[src/rtl/region_attr_pkg.sv]
package region_attr_pkg;
  typedef struct packed {
    logic no_cache;
    logic weak_order;
    logic weak_lock;
    logic write_gather;
    logic write_thru;
    logic no_local;
  } attr_t;

  localparam int ATTR_BITS = 6;
endpackage

[src/rtl/region_decode.sv]
module region_decode #(
  parameter int ADDR_W    = 32,
  parameter int BASE_W    = 20,
  parameter int SIZE_W    = 4,
  parameter int SHIFT0    = 11,
  parameter bit CACHE_INV = 1'b0
) (
  input  logic                            enable_i,
  input  logic [ADDR_W-1:0]               addr_i,
  input  logic [BASE_W+SIZE_W-1:0]        region_i,
  input  logic [region_attr_pkg::ATTR_BITS-1:0] attr_i,
  output logic                            hit_o,
  output region_attr_pkg::attr_t          attr_o
);
  localparam int LOW_W = ADDR_W - BASE_W;
  localparam logic [SIZE_W-1:0] CODE_FULL = '1;

  logic [SIZE_W-1:0] code;
  logic [ADDR_W-1:0] base_addr;
  logic [ADDR_W-1:0] mask;
  int                shift;

  always_comb begin
    code      = region_i[SIZE_W-1:0];
    base_addr = {region_i[BASE_W+SIZE_W-1:SIZE_W], {LOW_W{1'b0}}};
    shift     = SHIFT0 + int'(code);
    for (int j = 0; j < ADDR_W; j++)
      mask[j] = (j >= shift) && (code != CODE_FULL);
    hit_o = enable_i && (code != '0) && (((addr_i ^ base_addr) & mask) == '0);
  end

  always_comb begin
    attr_o = '0;
    if (hit_o) begin
      attr_o.no_cache     = attr_i[0] ^ CACHE_INV;
      attr_o.weak_order   = attr_i[1];
      attr_o.weak_lock    = attr_i[2];
      attr_o.write_gather = attr_i[3];
      attr_o.write_thru   = attr_i[4];
      attr_o.no_local     = attr_i[5];
    end
  end
endmodule

[src/rtl/attr_merge.sv]
module attr_merge #(
  parameter int NUM_REGIONS = 8
) (
  input  region_attr_pkg::attr_t [NUM_REGIONS-1:0] attrs_i,
  output region_attr_pkg::attr_t                   merged_o
);
  always_comb begin
    merged_o = '0;
    for (int i = 0; i < NUM_REGIONS; i++)
      merged_o = merged_o | attrs_i[i];
  end
endmodule

[src/rtl/region_attr_match.sv]
module region_attr_match #(
  parameter int NUM_REGIONS  = 8,
  parameter int ADDR_W       = 32,
  parameter int BASE_W       = 20,
  parameter int SIZE_W       = 4,
  parameter int FINE_SHIFT   = 11,
  parameter int COARSE_SHIFT = 17,
  parameter bit REG_OUT      = 1'b1
) (
  input  logic                          clk_i,
  input  logic                          rst_ni,
  input  logic                          enable_i,
  input  logic [ADDR_W-1:0]             addr_i,
  input  logic [NUM_REGIONS*24-1:0]     region_i,
  input  logic [NUM_REGIONS*8-1:0]      attr_i,
  output logic [NUM_REGIONS-1:0]        hit_o,
  output logic                          cacheable_o,
  output logic                          weak_order_o,
  output logic                          weak_lock_o,
  output logic                          write_gather_o,
  output logic                          write_thru_o,
  output logic                          no_local_o
);
  import region_attr_pkg::*;

  localparam int RW = BASE_W + SIZE_W;
  localparam int AW = 8;

  logic [NUM_REGIONS-1:0] hit_d;
  attr_t [NUM_REGIONS-1:0] attr_d;
  attr_t merged_d, merged_q;
  logic [NUM_REGIONS-1:0] hit_q;
  logic [AW-1:0] attr_unused;

  assign attr_unused = '0;

  for (genvar i = 0; i < NUM_REGIONS; i++) begin : g_region
    localparam bit LAST = (i == NUM_REGIONS - 1);
    region_decode #(
      .ADDR_W   (ADDR_W),
      .BASE_W   (BASE_W),
      .SIZE_W   (SIZE_W),
      .SHIFT0   (LAST ? COARSE_SHIFT : FINE_SHIFT),
      .CACHE_INV(LAST)
    ) u_dec (
      .enable_i(enable_i),
      .addr_i  (addr_i),
      .region_i(region_i[i*RW +: RW]),
      .attr_i  (attr_i[i*AW +: ATTR_BITS] | attr_unused[ATTR_BITS-1:0]),
      .hit_o   (hit_d[i]),
      .attr_o  (attr_d[i])
    );
  end

  attr_merge #(.NUM_REGIONS(NUM_REGIONS)) u_merge (
    .attrs_i (attr_d),
    .merged_o(merged_d)
  );

  if (REG_OUT) begin : g_reg
    always_ff @(posedge clk_i or negedge rst_ni) begin
      if (!rst_ni) begin
        hit_q    <= '0;
        merged_q <= '0;
      end else begin
        hit_q    <= hit_d;
        merged_q <= merged_d;
      end
    end
  end else begin : g_comb
    assign hit_q    = hit_d;
    assign merged_q = merged_d;
  end

  assign hit_o          = hit_q;
  assign cacheable_o    = ~merged_q.no_cache;
  assign weak_order_o   = merged_q.weak_order;
  assign weak_lock_o    = merged_q.weak_lock;
  assign write_gather_o = merged_q.write_gather;
  assign write_thru_o   = merged_q.write_thru;
  assign no_local_o     = merged_q.no_local;
endmodule

[config.mk]
export PLATFORM = sky130hd
export DESIGN_NAME = region_attr_match
export DESIGN_NICKNAME = d
export VERILOG_FILES = /design/src/rtl/region_attr_pkg.sv /design/src/rtl/region_decode.sv /design/src/rtl/attr_merge.sv /design/src/rtl/region_attr_match.sv
export SDC_FILE = /design/constraint.sdc
export NUM_CORES = 1
export LEC_CHECK = 0
export ABC_AREA = 1
export ABC_CLOCK_PERIOD_IN_PS = 1400
export BUFFER_PORTS_ARGS = -buffer_cell sky130_fd_sc_hd__buf_4
export CAP_MARGIN = 15
export CORE_MARGIN = 2
export CORE_UTILIZATION = 40
export CTS_BUF_LIST = sky130_fd_sc_hd__clkbuf_16
export DETAILED_ROUTE_END_ITERATION = 7
export PLACE_DENSITY = 0.69
export REMOVE_ABC_BUFFERS = 1
export SYNTH_ARGS = -nofsm -noshare
export SYNTH_HDL_FRONTEND = slang
export SYNTH_SLANG_ARGS = --single-unit
[constraint.sdc]
create_clock -name clk_i -period 1.4 [get_ports clk_i]
set_clock_uncertainty 0.1 [all_clocks]
set_input_delay 0 -clock clk_i [delete_from_list [all_inputs] [get_ports clk_i]]
set_output_delay 0 -clock clk_i [all_outputs]
set_load 0.01 [all_outputs]
==> impl_metrics.env, run 1 <==
export IMPL_status="finished, violations left"
export IMPL_violations="negative hold slack, negative setup slack"
export IMPL_grt_start_max_net_pins=16
export IMPL_core_area_um2=15940
export IMPL_hp_class="primary input to flop"
export IMPL_fin_cells=1900
export IMPL_dpl_cell_count=1849
export IMPL_irDropWorstVdd_v=0.0004205
export IMPL_path_common_cell="nand3_1"
export IMPL_finalHoldViolCount=2
export IMPL_htree_num_levels=1
export IMPL_fin_nets=2011
export IMPL_synth_edf_count=0
export IMPL_nFillCells=1317
export IMPL_synth_seq_area_share_pct=5.337
export IMPL_fin_ws_ps=-281.6
export IMPL_hold_end="write_gather_o"
export IMPL_syn_avg_cell_area_um2=5.572
export IMPL_dieArea_um2=17450
export IMPL_grt_usage_pct=36.39
export IMPL_cts_tree="done"
export IMPL_syn_area_um2=6564
export IMPL_cp_max_fo=6
export IMPL_grt_overflow=0
export IMPL_drt_pass1_iter_count=6
export IMPL_syn_to_final_growth_pct=83.30
export IMPL_num_io_pins=305
export IMPL_cts_root_buf="clkbuf_16"
export IMPL_synthAdderAreaFrac_pct=6.672
export IMPL_crit_type="primary input to flop"
export IMPL_synth_main_ff_cell="dfrtp_1"
export IMPL_grt_pass1_vias=9640
export IMPL_cp_start_kind="primary input"
export IMPL_clock_sinks=14
export IMPL_die_width_um=132.1
export IMPL_remaining_drc_errors=0
export IMPL_crit_buf_inv=5
export IMPL_final_cell_area_um2=12030
export IMPL_diodes=0
export IMPL_ant_nets=0
export IMPL_crit_required_ps=1440
export IMPL_die_h_um=132.1
export IMPL_synth_ff_latch_count=14
export IMPL_cp_slowest_cell="ha_4"
export IMPL_synth_cell_types=42
export IMPL_crit_chain="buf_6, inv_6, ha_4, inv_2, nand2_2, nand2_4, buf_4, o211ai_1, nand3_1, nand2_1, nor2_1, nand2_2, nor2_4, buf_12, nand3_1, nand3_1, nor2_1, nand2_1"
export IMPL_drtIter0Drc=1011
export IMPL_async_reset_ff_share_pct=100.0
export IMPL_p_leak_uw=0.006302
export IMPL_final_setup_viol_count=13
export IMPL_dpl_hpwl_mm=25.74
export IMPL_wl_per_cell_um=17.87
export IMPL_fmax_mhz=594.7
export IMPL_synthMuxAreaShare_pct=0
export IMPL_clkSlewWorstSetupHoldPaths_ps=50
export IMPL_synth_xor_area_share_pct=20.93
export IMPL_clockBufferDepth=2
export IMPL_synthCells=1178
export IMPL_critPathMaxStageDelay_ps=170
export IMPL_cp_end_kind="flop"
export IMPL_wirelength_mm=33.96
export IMPL_layout_min_cycle_time_ps=1682
export IMPL_rsz0062_at_grt="yes"
export IMPL_num_vias=10220
export IMPL_grt_antenna_before_repair=0
export IMPL_finalCritPeriodShare_pct=120.1
export IMPL_hold_slack_ps=-5.347
export IMPL_via_per_inst=5.379
export IMPL_placed_cell_area_um2=10420
export IMPL_final_max_slew_viol_count=0
export IMPL_min_path_cells=5
export IMPL_grt_pass1_wl_mm=50.63
export IMPL_drive_gt1_share_pct=44.66
export IMPL_yosysWarnings=0
export IMPL_synth_top_family_by_area="simple AND/OR/NAND/NOR gates"
export IMPL_max_slew_margin_pct=51.65
export IMPL_numCtsBuffers=3
export IMPL_p_per_area_nw_per_um2=424.1
export IMPL_worstPathArrival_ps=1720
export IMPL_rows=46
export IMPL_hp_start="attr_i[19]"
export IMPL_port_buffers=283
export IMPL_synthSimpleGateAreaFrac_pct=48.25
export IMPL_tightest_slew_ps=725.3
export IMPL_critPathTopFamily="simple AND/OR/NAND/NOR gates"
export IMPL_start_util_pct=41.17
export IMPL_synth_compound_area_share_pct=8.997
export IMPL_cap_violations=0
export IMPL_globalplace_congestion=1.002
registers in the layout, summed over array words and instances, names as in the netlist:
signal          cells
write_thru_o        1
weak_order_o        1
hit_o               8
weak_lock_o         1
no_local_o          1
merged_q            1
write_gather_o      1
cell type report:
cell class	count	area (um^2)	area share [%]
clock buffers	3	75.07	0.6240
clock inverters	1	3.754	0.03120
inverters	113	496.7	4.129
multi-input cells	1012	6457	53.67
flip-flops and latches	14	350.3	2.912
well taps	216	270.3	2.246
repair buffers	541	4378	36.39
power breakdown:
part	leakage [uW]	switching, uW	internal (uW)
registers	0.000194	4.11	415
clock network	0.0000385	199	380
logic	0.00607	2130	1970
cells in the final DEF, fill, tap and decap left out, types with 5 or more instances in the layout:
cell type / count
nand3_1: 146
nor2_2: 28
inv_6: 5
buf_6: 23
nand2_2: 37
nand3_2: 27
ha_2: 7
nand2_4: 29
nand2_1: 284
xnor2_1: 41
dlygate4sd3_1: 21
buf_12: 9
nand4_1: 42
buf_8: 9
nor2_1: 79
buf_4: 478
dfrtp_1: 14
inv_1: 66
ha_4: 8
a21oi_1: 18
inv_2: 23
o21ai_0: 25
o211ai_1: 14
inv_4: 17
xor2_1: 113
ha_1: 20
nor2_4: 24
o21ai_1: 23
Yosys cell counts, types with 7 or more instances:
| cell | instances | share of area, % |
|---|---|---|
| inv_2 | 9 | 0.51 |
| o211ai_1 | 14 | 1.6 |
| buf_2 | 23 | 1.8 |
| nand3_1 | 175 | 13 |
| xnor2_1 | 42 | 5.6 |
| nor2_4 | 9 | 1.5 |
| nor2_1 | 117 | 6.7 |
| nand4_1 | 42 | 4.0 |
| o21ai_0 | 41 | 3.1 |
| a21oi_1 | 20 | 1.5 |
| nand2_1 | 343 | 20 |
| inv_1 | 102 | 5.8 |
| o21ai_1 | 12 | 0.92 |
| nand2_2 | 8 | 0.76 |
| ha_1 | 35 | 6.7 |
| dfrtp_1 | 14 | 5.3 |
| clkbuf_1 | 7 | 0.40 |
| xor2_1 | 113 | 15 |
how the worst max path moves through the flow:
stage,slack (ps),from,depth (start not counted),to
after floorplan,-530,region_i[121],15,merged_q[5]
after global placement,-780,region_i[48],18,weak_lock_o
after detailed placement,-750,region_i[25],17,write_gather_o
after CTS,-250,region_i[73],18,no_local_o
after global routing,-430,region_i[25],18,weak_order_o
final,-280,region_i[25],18,weak_order_o
routing by layer:
layer	global-route usage (%)	wire length [um]	vias to the layer above
li1	-	-	4846
met1	45.37	13250	4610
met2	63.08	15840	628
met3	5.459	3116	136
met4	13.83	1748	0
met5	0	0	-
through the flow:
step                      utilization, %  setup slack (ps)  power [uW]  setup TNS [ps]
after floorplan                        -            -529.6        1949           -4708
after global placement             65.35            -778.1        3824           -8271
after global routing               75.47            -429.8        5412           -4031
final                              75.47            -281.6        5102           -2493
after detailed placement           65.35            -747.7        3831           -8367
after CTS                          73.14            -248.9        4842           -1875
kinds of logic (layout without fill, tap and decap cells):
| logic type | count (synthesis) | in the layout |
|---|---|---|
| buffers and inverters | 153 | 658 |
| XOR/XNOR | 156 | 156 |
| adder cells (fa/ha/maj) | 35 | 35 |
| flip-flops | 14 | 14 |
| AO/OA/AOI/OAI | 103 | 103 |
| AND/OR/NAND/NOR | 717 | 718 |
repair_timing:
| item | 4_1_cts | 5_1_grt |
|---|---|---|
| endpoints found under the setup margin | 13 | 14 |
| cloned | 1 | 1 |
| hold buffers | 21 | 0 |
| setup buffers | 18 | 8 |
| pin swaps | 121 | 77 |
| hold endpoints to repair | 20 | 0 |
| gates resized for setup | 262 | 81 |
No activity file was read; power rests on OpenSTA's default activity.
==> run 2: changes to the inputs <==
- ABC_CLOCK_PERIOD_IN_PS: 1400 -> 2150
- clock period: 1.4 -> 2.15 ns (I/O delays scaled with it)
==> impl_metrics.env, run 2 (synthesis results as in run 1) <==
export IMPL_status="finished, final reports clean"
export IMPL_cap_violations=0
export IMPL_grt_pass1_vias=8456
export IMPL_hold_slack_ps=4.459
export IMPL_die_width_um=132.1
export IMPL_final_cell_area_um2=9474
export IMPL_clockBufferDepth=2
export IMPL_final_setup_viol_count=0
export IMPL_cp_end_kind="flop"
export IMPL_num_io_pins=305
export IMPL_dp_slack_ps=-43.72
export IMPL_irDropWorstVdd_v=0.0002276
export IMPL_nFillCells=1679
export IMPL_fin_ws_ps=184.6
export IMPL_cp_start_kind="primary input"
export IMPL_grt_overflow=0
export IMPL_layout_min_cycle_time_ps=1965
export IMPL_final_max_slew_viol_count=0
export IMPL_fin_nets=1829
export IMPL_placed_cell_area_um2=9190
export IMPL_crit_type="primary input to flop"
export IMPL_p_leak_uw=0.005197
export IMPL_finalHoldViolCount=0
export IMPL_cp_max_fo=7
export IMPL_syn_to_final_growth_pct=44.34
export IMPL_grt_start_max_net_pins=16
export IMPL_dieArea_um2=17450
export IMPL_wirelength_mm=29.95
export IMPL_wl_per_cell_um=17.43
export IMPL_cts_root_buf="clkbuf_16"
export IMPL_rows=46
export IMPL_finalSetupTns_ps=0
export IMPL_numCtsBuffers=3
export IMPL_tightest_slew_ps=676.5
export IMPL_die_h_um=132.1
export IMPL_diodes=0
export IMPL_hp_class="primary input to flop"
export IMPL_worstPathArrival_ps=2050
export IMPL_dpl_hpwl_mm=23.34
export IMPL_cts_setup_buffers=0
export IMPL_grt_antenna_before_repair=0
export IMPL_via_per_inst=5.334
export IMPL_grt_pass1_wl_mm=45.32
export IMPL_globalplace_congestion=0.9790
export IMPL_final_cell_mix="343 x buf_4, 341 x nand2_1, 175 x nand3_1, 114 x nor2_1, 113 x xor2_1"
export IMPL_port_buffers=283
export IMPL_drtIter0Drc=748
export IMPL_drive_gt1_share_pct=26.17
export IMPL_core_area_um2=15940
export IMPL_total_power_uw=2646
export IMPL_cts_tree="done"
export IMPL_p_per_area_nw_per_um2=279.3
export IMPL_clkSlewWorstSetupHoldPaths_ps=50
export IMPL_htree_num_levels=1
export IMPL_start_util_pct=41.17
export IMPL_clock_sinks=14
export IMPL_drt_pass1_iter_count=7
export IMPL_fmax_mhz=508.8
export IMPL_finalCritPeriodShare_pct=91.42
export IMPL_crit_required_ps=2240
export IMPL_num_vias=9164
export IMPL_cp_slowest_cell="nor2_4"
export IMPL_crit_chain="buf_4, inv_1, ha_2, nand2_1, nand2_2, inv_2, o21ai_0, nand2_1, nand3_1, nand2_1, nor2_1, nand2_1, nor2_4, nand3_1, nand3_1, nor2_1, nand2_1"
export IMPL_layout_commonest_cell="buf_4"
export IMPL_critPathMaxStageDelay_ps=280
export IMPL_ant_nets=0
export IMPL_max_slew_margin_pct=54.90
export IMPL_largest_reg_flops=8
export IMPL_grt_usage_pct=32.77
export IMPL_path_common_cell="nand2_1"
export IMPL_remaining_drc_errors=0
run 2: cell count changes in the layout (fill, tap and decap cells not counted), moves of 23 or more:
cell | previous run | this run
nand2_1 | 284 | 341
buf_6 | 23 | 0
nand2_4 | 29 | 0
buf_4 | 478 | 343
nand3_1 | 146 | 175
nand2_2 | 37 | 10
nand3_2 | 27 | 1
nor2_1 | 79 | 114
inv_1 | 66 | 101
run 2: cell type report:
cell class	count	area (um^2)	area share (%)
Inverter	113	425.4	4.490
Tap cell	216	270.3	2.853
Clock inverter	1	3.754	0.03962
Clock buffer	3	75.07	0.7924
Multi-Input combinational cell	1011	5604	59.15
Sequential cell	14	350.3	3.698
Timing Repair Buffer	360	2745	28.98
run 2: worst max-delay path, delay by kind of cell:
kind / cells / cell delay (ps)
buffers and inverters: 3 / 320
adder cells (fa/ha/maj): 1 / 240
AND/OR/NAND/NOR: 12 / 1270
AO/OA/AOI/OAI: 1 / 220
run 2: worst paths after layout:
kind	from	end	slack (ps)	depth (start not counted)
min	attr_i[41]	weak_order_o	4	5
min in group asynchronous	rst_ni	hit_o[4]	70	2
max	region_i[25]	write_gather_o	180	17
max in group asynchronous	rst_ni	hit_o[7]	1710	2
run 2: where the power goes:
group	total, uW	internal, uW	switching (uW)
Sequential	273	271	1.80
Combinational	2010	888	1130
Clock	361	247	114
run 2: per-stage QoR:
stage / util [%] / std cells
finish: 59.43 / 1718
global route: 59.43 / 1718
CTS: 59.21 / 1718
detailed placement: 57.64 / 1697
global placement: 57.64 / 1697
floorplan: - / 1138
run 2: what timing repair did:
action / CTS / global route
hold endpoints to repair: 20 / 0
gates resized for setup: 0 / 11
setup endpoints to repair: 0 / 5
hold buffers: 17 / 0
run 2: routing by layer:
metal,vias to the layer above,share of wire (%),track usage (%)
li1,4467,-,-
met3,71,9.4,4.306
met5,-,0,0
met2,532,46,55.73
met1,4094,40,42.86
met4,0,3.8,10.51
==> run 3: changes to the inputs <==
- SETUP_SLACK_MARGIN: default -> 0.4
- SLEW_MARGIN: default -> 30
==> impl_metrics.env, run 3 (synthesis results as in run 1) <==
export IMPL_p_per_area_nw_per_um2=281.3
export IMPL_cts_root_buf="clkbuf_16"
export IMPL_clockBufferDepth=2
export IMPL_drt_pass1_iter_count=7
export IMPL_dp_slack_ps=-43.72
export IMPL_hp_start="attr_i[50]"
export IMPL_final_setup_viol_count=0
export IMPL_grt_antenna_before_repair=0
export IMPL_dieArea_um2=17450
export IMPL_violations="negative hold slack"
export IMPL_dpl_hpwl_mm=23.34
export IMPL_crit_chain="buf_4, inv_4, ha_4, inv_2, nand2_2, nand2_4, inv_6, nor2_4, nand3_2, nand3_1, nand2_1, nor2_1, nand2_2, nor2_4, nand3_1, nand3_1, nor2_1, nand2_1"
export IMPL_num_vias=9425
export IMPL_max_slew_margin_pct=55.59
export IMPL_finalHoldViolCount=1
export IMPL_largest_reg_flops=8
export IMPL_layout_commonest_cell="buf_4"
export IMPL_htree_num_levels=1
export IMPL_drive_gt1_share_pct=36.79
export IMPL_path_common_cell="nand3_1"
export IMPL_remaining_drc_errors=0
export IMPL_die_h_um=132.1
export IMPL_nFillCells=1538
export IMPL_cp_end_kind="flop"
export IMPL_grt_overflow=0
export IMPL_final_max_slew_viol_count=0
export IMPL_globalplace_congestion=0.9790
export IMPL_irDropWorstVdd_v=0.0002312
export IMPL_numCtsBuffers=3
export IMPL_rows=46
export IMPL_total_power_uw=2923
export IMPL_cap_violations=0
export IMPL_port_buffers=283
export IMPL_tightest_slew_ps=666.1
export IMPL_clock_sinks=14
export IMPL_layout_min_cycle_time_ps=1784
export IMPL_p_int_uw=1531
export IMPL_fmax_mhz=560.7
export IMPL_start_util_pct=41.17
export IMPL_via_per_inst=5.423
export IMPL_grt_start_max_net_pins=16
export IMPL_pwr_share_comb_pct=78.3
export IMPL_drtIter0Drc=855
export IMPL_grt_pass1_vias=8579
export IMPL_finalSetupTns_ps=0
export IMPL_finalCritPeriodShare_pct=82.96
export IMPL_cts_tree="done"
export IMPL_swShare_pct=47.60
export IMPL_p_clk_share_pct=12.4
export IMPL_multi_input_area_um2=6262
export IMPL_rsz0062_at_grt="yes"
export IMPL_hold_end="weak_lock_o"
export IMPL_wl_per_cell_um=18.06
export IMPL_min_path_cells=5
export IMPL_clkSlewWorstSetupHoldPaths_ps=50
export IMPL_crit_required_ps=2230
export IMPL_worstPathArrival_ps=1870
export IMPL_final_cell_mix="348 x buf_4, 296 x nand2_1, 156 x nand3_1, 113 x xor2_1, 81 x nor2_1"
export IMPL_grt_pass1_wl_mm=45.90
export IMPL_final_seq_area_um2=350.3
export IMPL_ant_nets=0
export IMPL_hp_class="primary input to flop"
export IMPL_p_seq_share_pct=9.3
export IMPL_syn_to_final_growth_pct=58.27
export IMPL_crit_type="primary input to flop"
export IMPL_hold_slack_ps=-25.75
export IMPL_p_switching_uw=1391
export IMPL_fin_ws_ps=366.4
export IMPL_cp_max_fo=7
export IMPL_wirelength_mm=31.40
export IMPL_grt_usage_pct=33.16
export IMPL_status="finished, violations left"
export IMPL_cp_slowest_cell="nor2_4"
export IMPL_num_io_pins=305
export IMPL_die_width_um=132.1
export IMPL_diodes=0
export IMPL_core_area_um2=15940
export IMPL_p_leak_uw=0.005422
export IMPL_cp_start_kind="primary input"
export IMPL_fin_nets=1849
export IMPL_critPathMaxStageDelay_ps=270
## run 3: cell types whose count changed in the layout (fill, tap and decap cells not counted), moves of 11 or more
cell	delta
nand3_2	+19
nand2_1	-45
nand3_1	-19
inv_2	+15
nor2_4	+17
o21ai_0	-15
nor2_2	+16
inv_1	-30
nand2_4	+23
nor2_1	-33
nand2_2	+23
inv_4	+13
buf_6	+11
## run 3: through the flow
step | util, % | std cells | area, um^2 | hold slack (ps)
after floorplan | - | 1138 | 6345 | -395.6
after global placement | 57.64 | 1697 | 9190 | -241.6
after detailed placement | 57.64 | 1697 | 9190 | -239.4
after CTS | 60.89 | 1724 | 9707 | 1.339
after global routing | 65.16 | 1738 | 10390 | 10.07
final | 65.16 | 1738 | 10390 | -25.75
## run 3: worst max path at each step
stage / depth (start not counted) / end / slack, ps / from
after floorplan: 15 / merged_q[5] / 220 / region_i[121]
after global placement: 18 / merged_q[5] / -40 / region_i[48]
after detailed placement: 18 / merged_q[5] / -40 / region_i[48]
after CTS: 20 / merged_q[5] / 390 / region_i[96]
after global routing: 17 / merged_q[5] / 240 / region_i[72]
final: 18 / merged_q[5] / 370 / region_i[25]
## run 3: power groups by stage
stage | registers (uW) | logic (uW) | clock network [uW]
6_report | 273 | 2290 | 361
5_1_grt | 273 | 2490 | 377
4_1_cts | 273 | 2060 | 363
3_5_place_dp | 277 | 1940 | 0
3_3_place_gp | 277 | 1940 | 0
2_1_floorplan | 280 | 989 | 0
## run 3: repair_timing
action / CTS / global route
gates resized for setup: 74 / 184
cloned: 0 / 2
pin swaps: 31 / 101
hold buffers: 17 / 0
buffers inserted: 6 / 12
endpoints found under the setup margin: 7 / 12
endpoints found under the hold margin: 20 / 0
## run 3: layout make-up
| class | count | area share (%) |
|---|---|---|
| tap | 216 | 2.601 |
| inverter | 113 | 4.565 |
| multi-input combinational | 1012 | 60.28 |
| clock buffer | 3 | 0.7226 |
| sequential | 14 | 3.372 |
| clock inverter | 1 | 0.03613 |
| timing repair buffer | 379 | 28.42 |
## run 3: metal layers
metal / up-vias / share of wire [%] / wire, um / track usage, %
li1: 4506 / - / - / -
met1: 4243 / 39 / 12240 / 43.26
met2: 580 / 46 / 14550 / 55.99
met3: 96 / 9.8 / 3082 / 4.229
met4: 0 / 4.9 / 1525 / 11.96
met5: - / 0 / 0 / 0
## run 3: worst max-delay path, delay by kind of cell
kind / cells / cell delay, ps
adders and majority gates: 1 / 180
buffers and inverters: 4 / 290
and+or+nand+nor: 13 / 1410
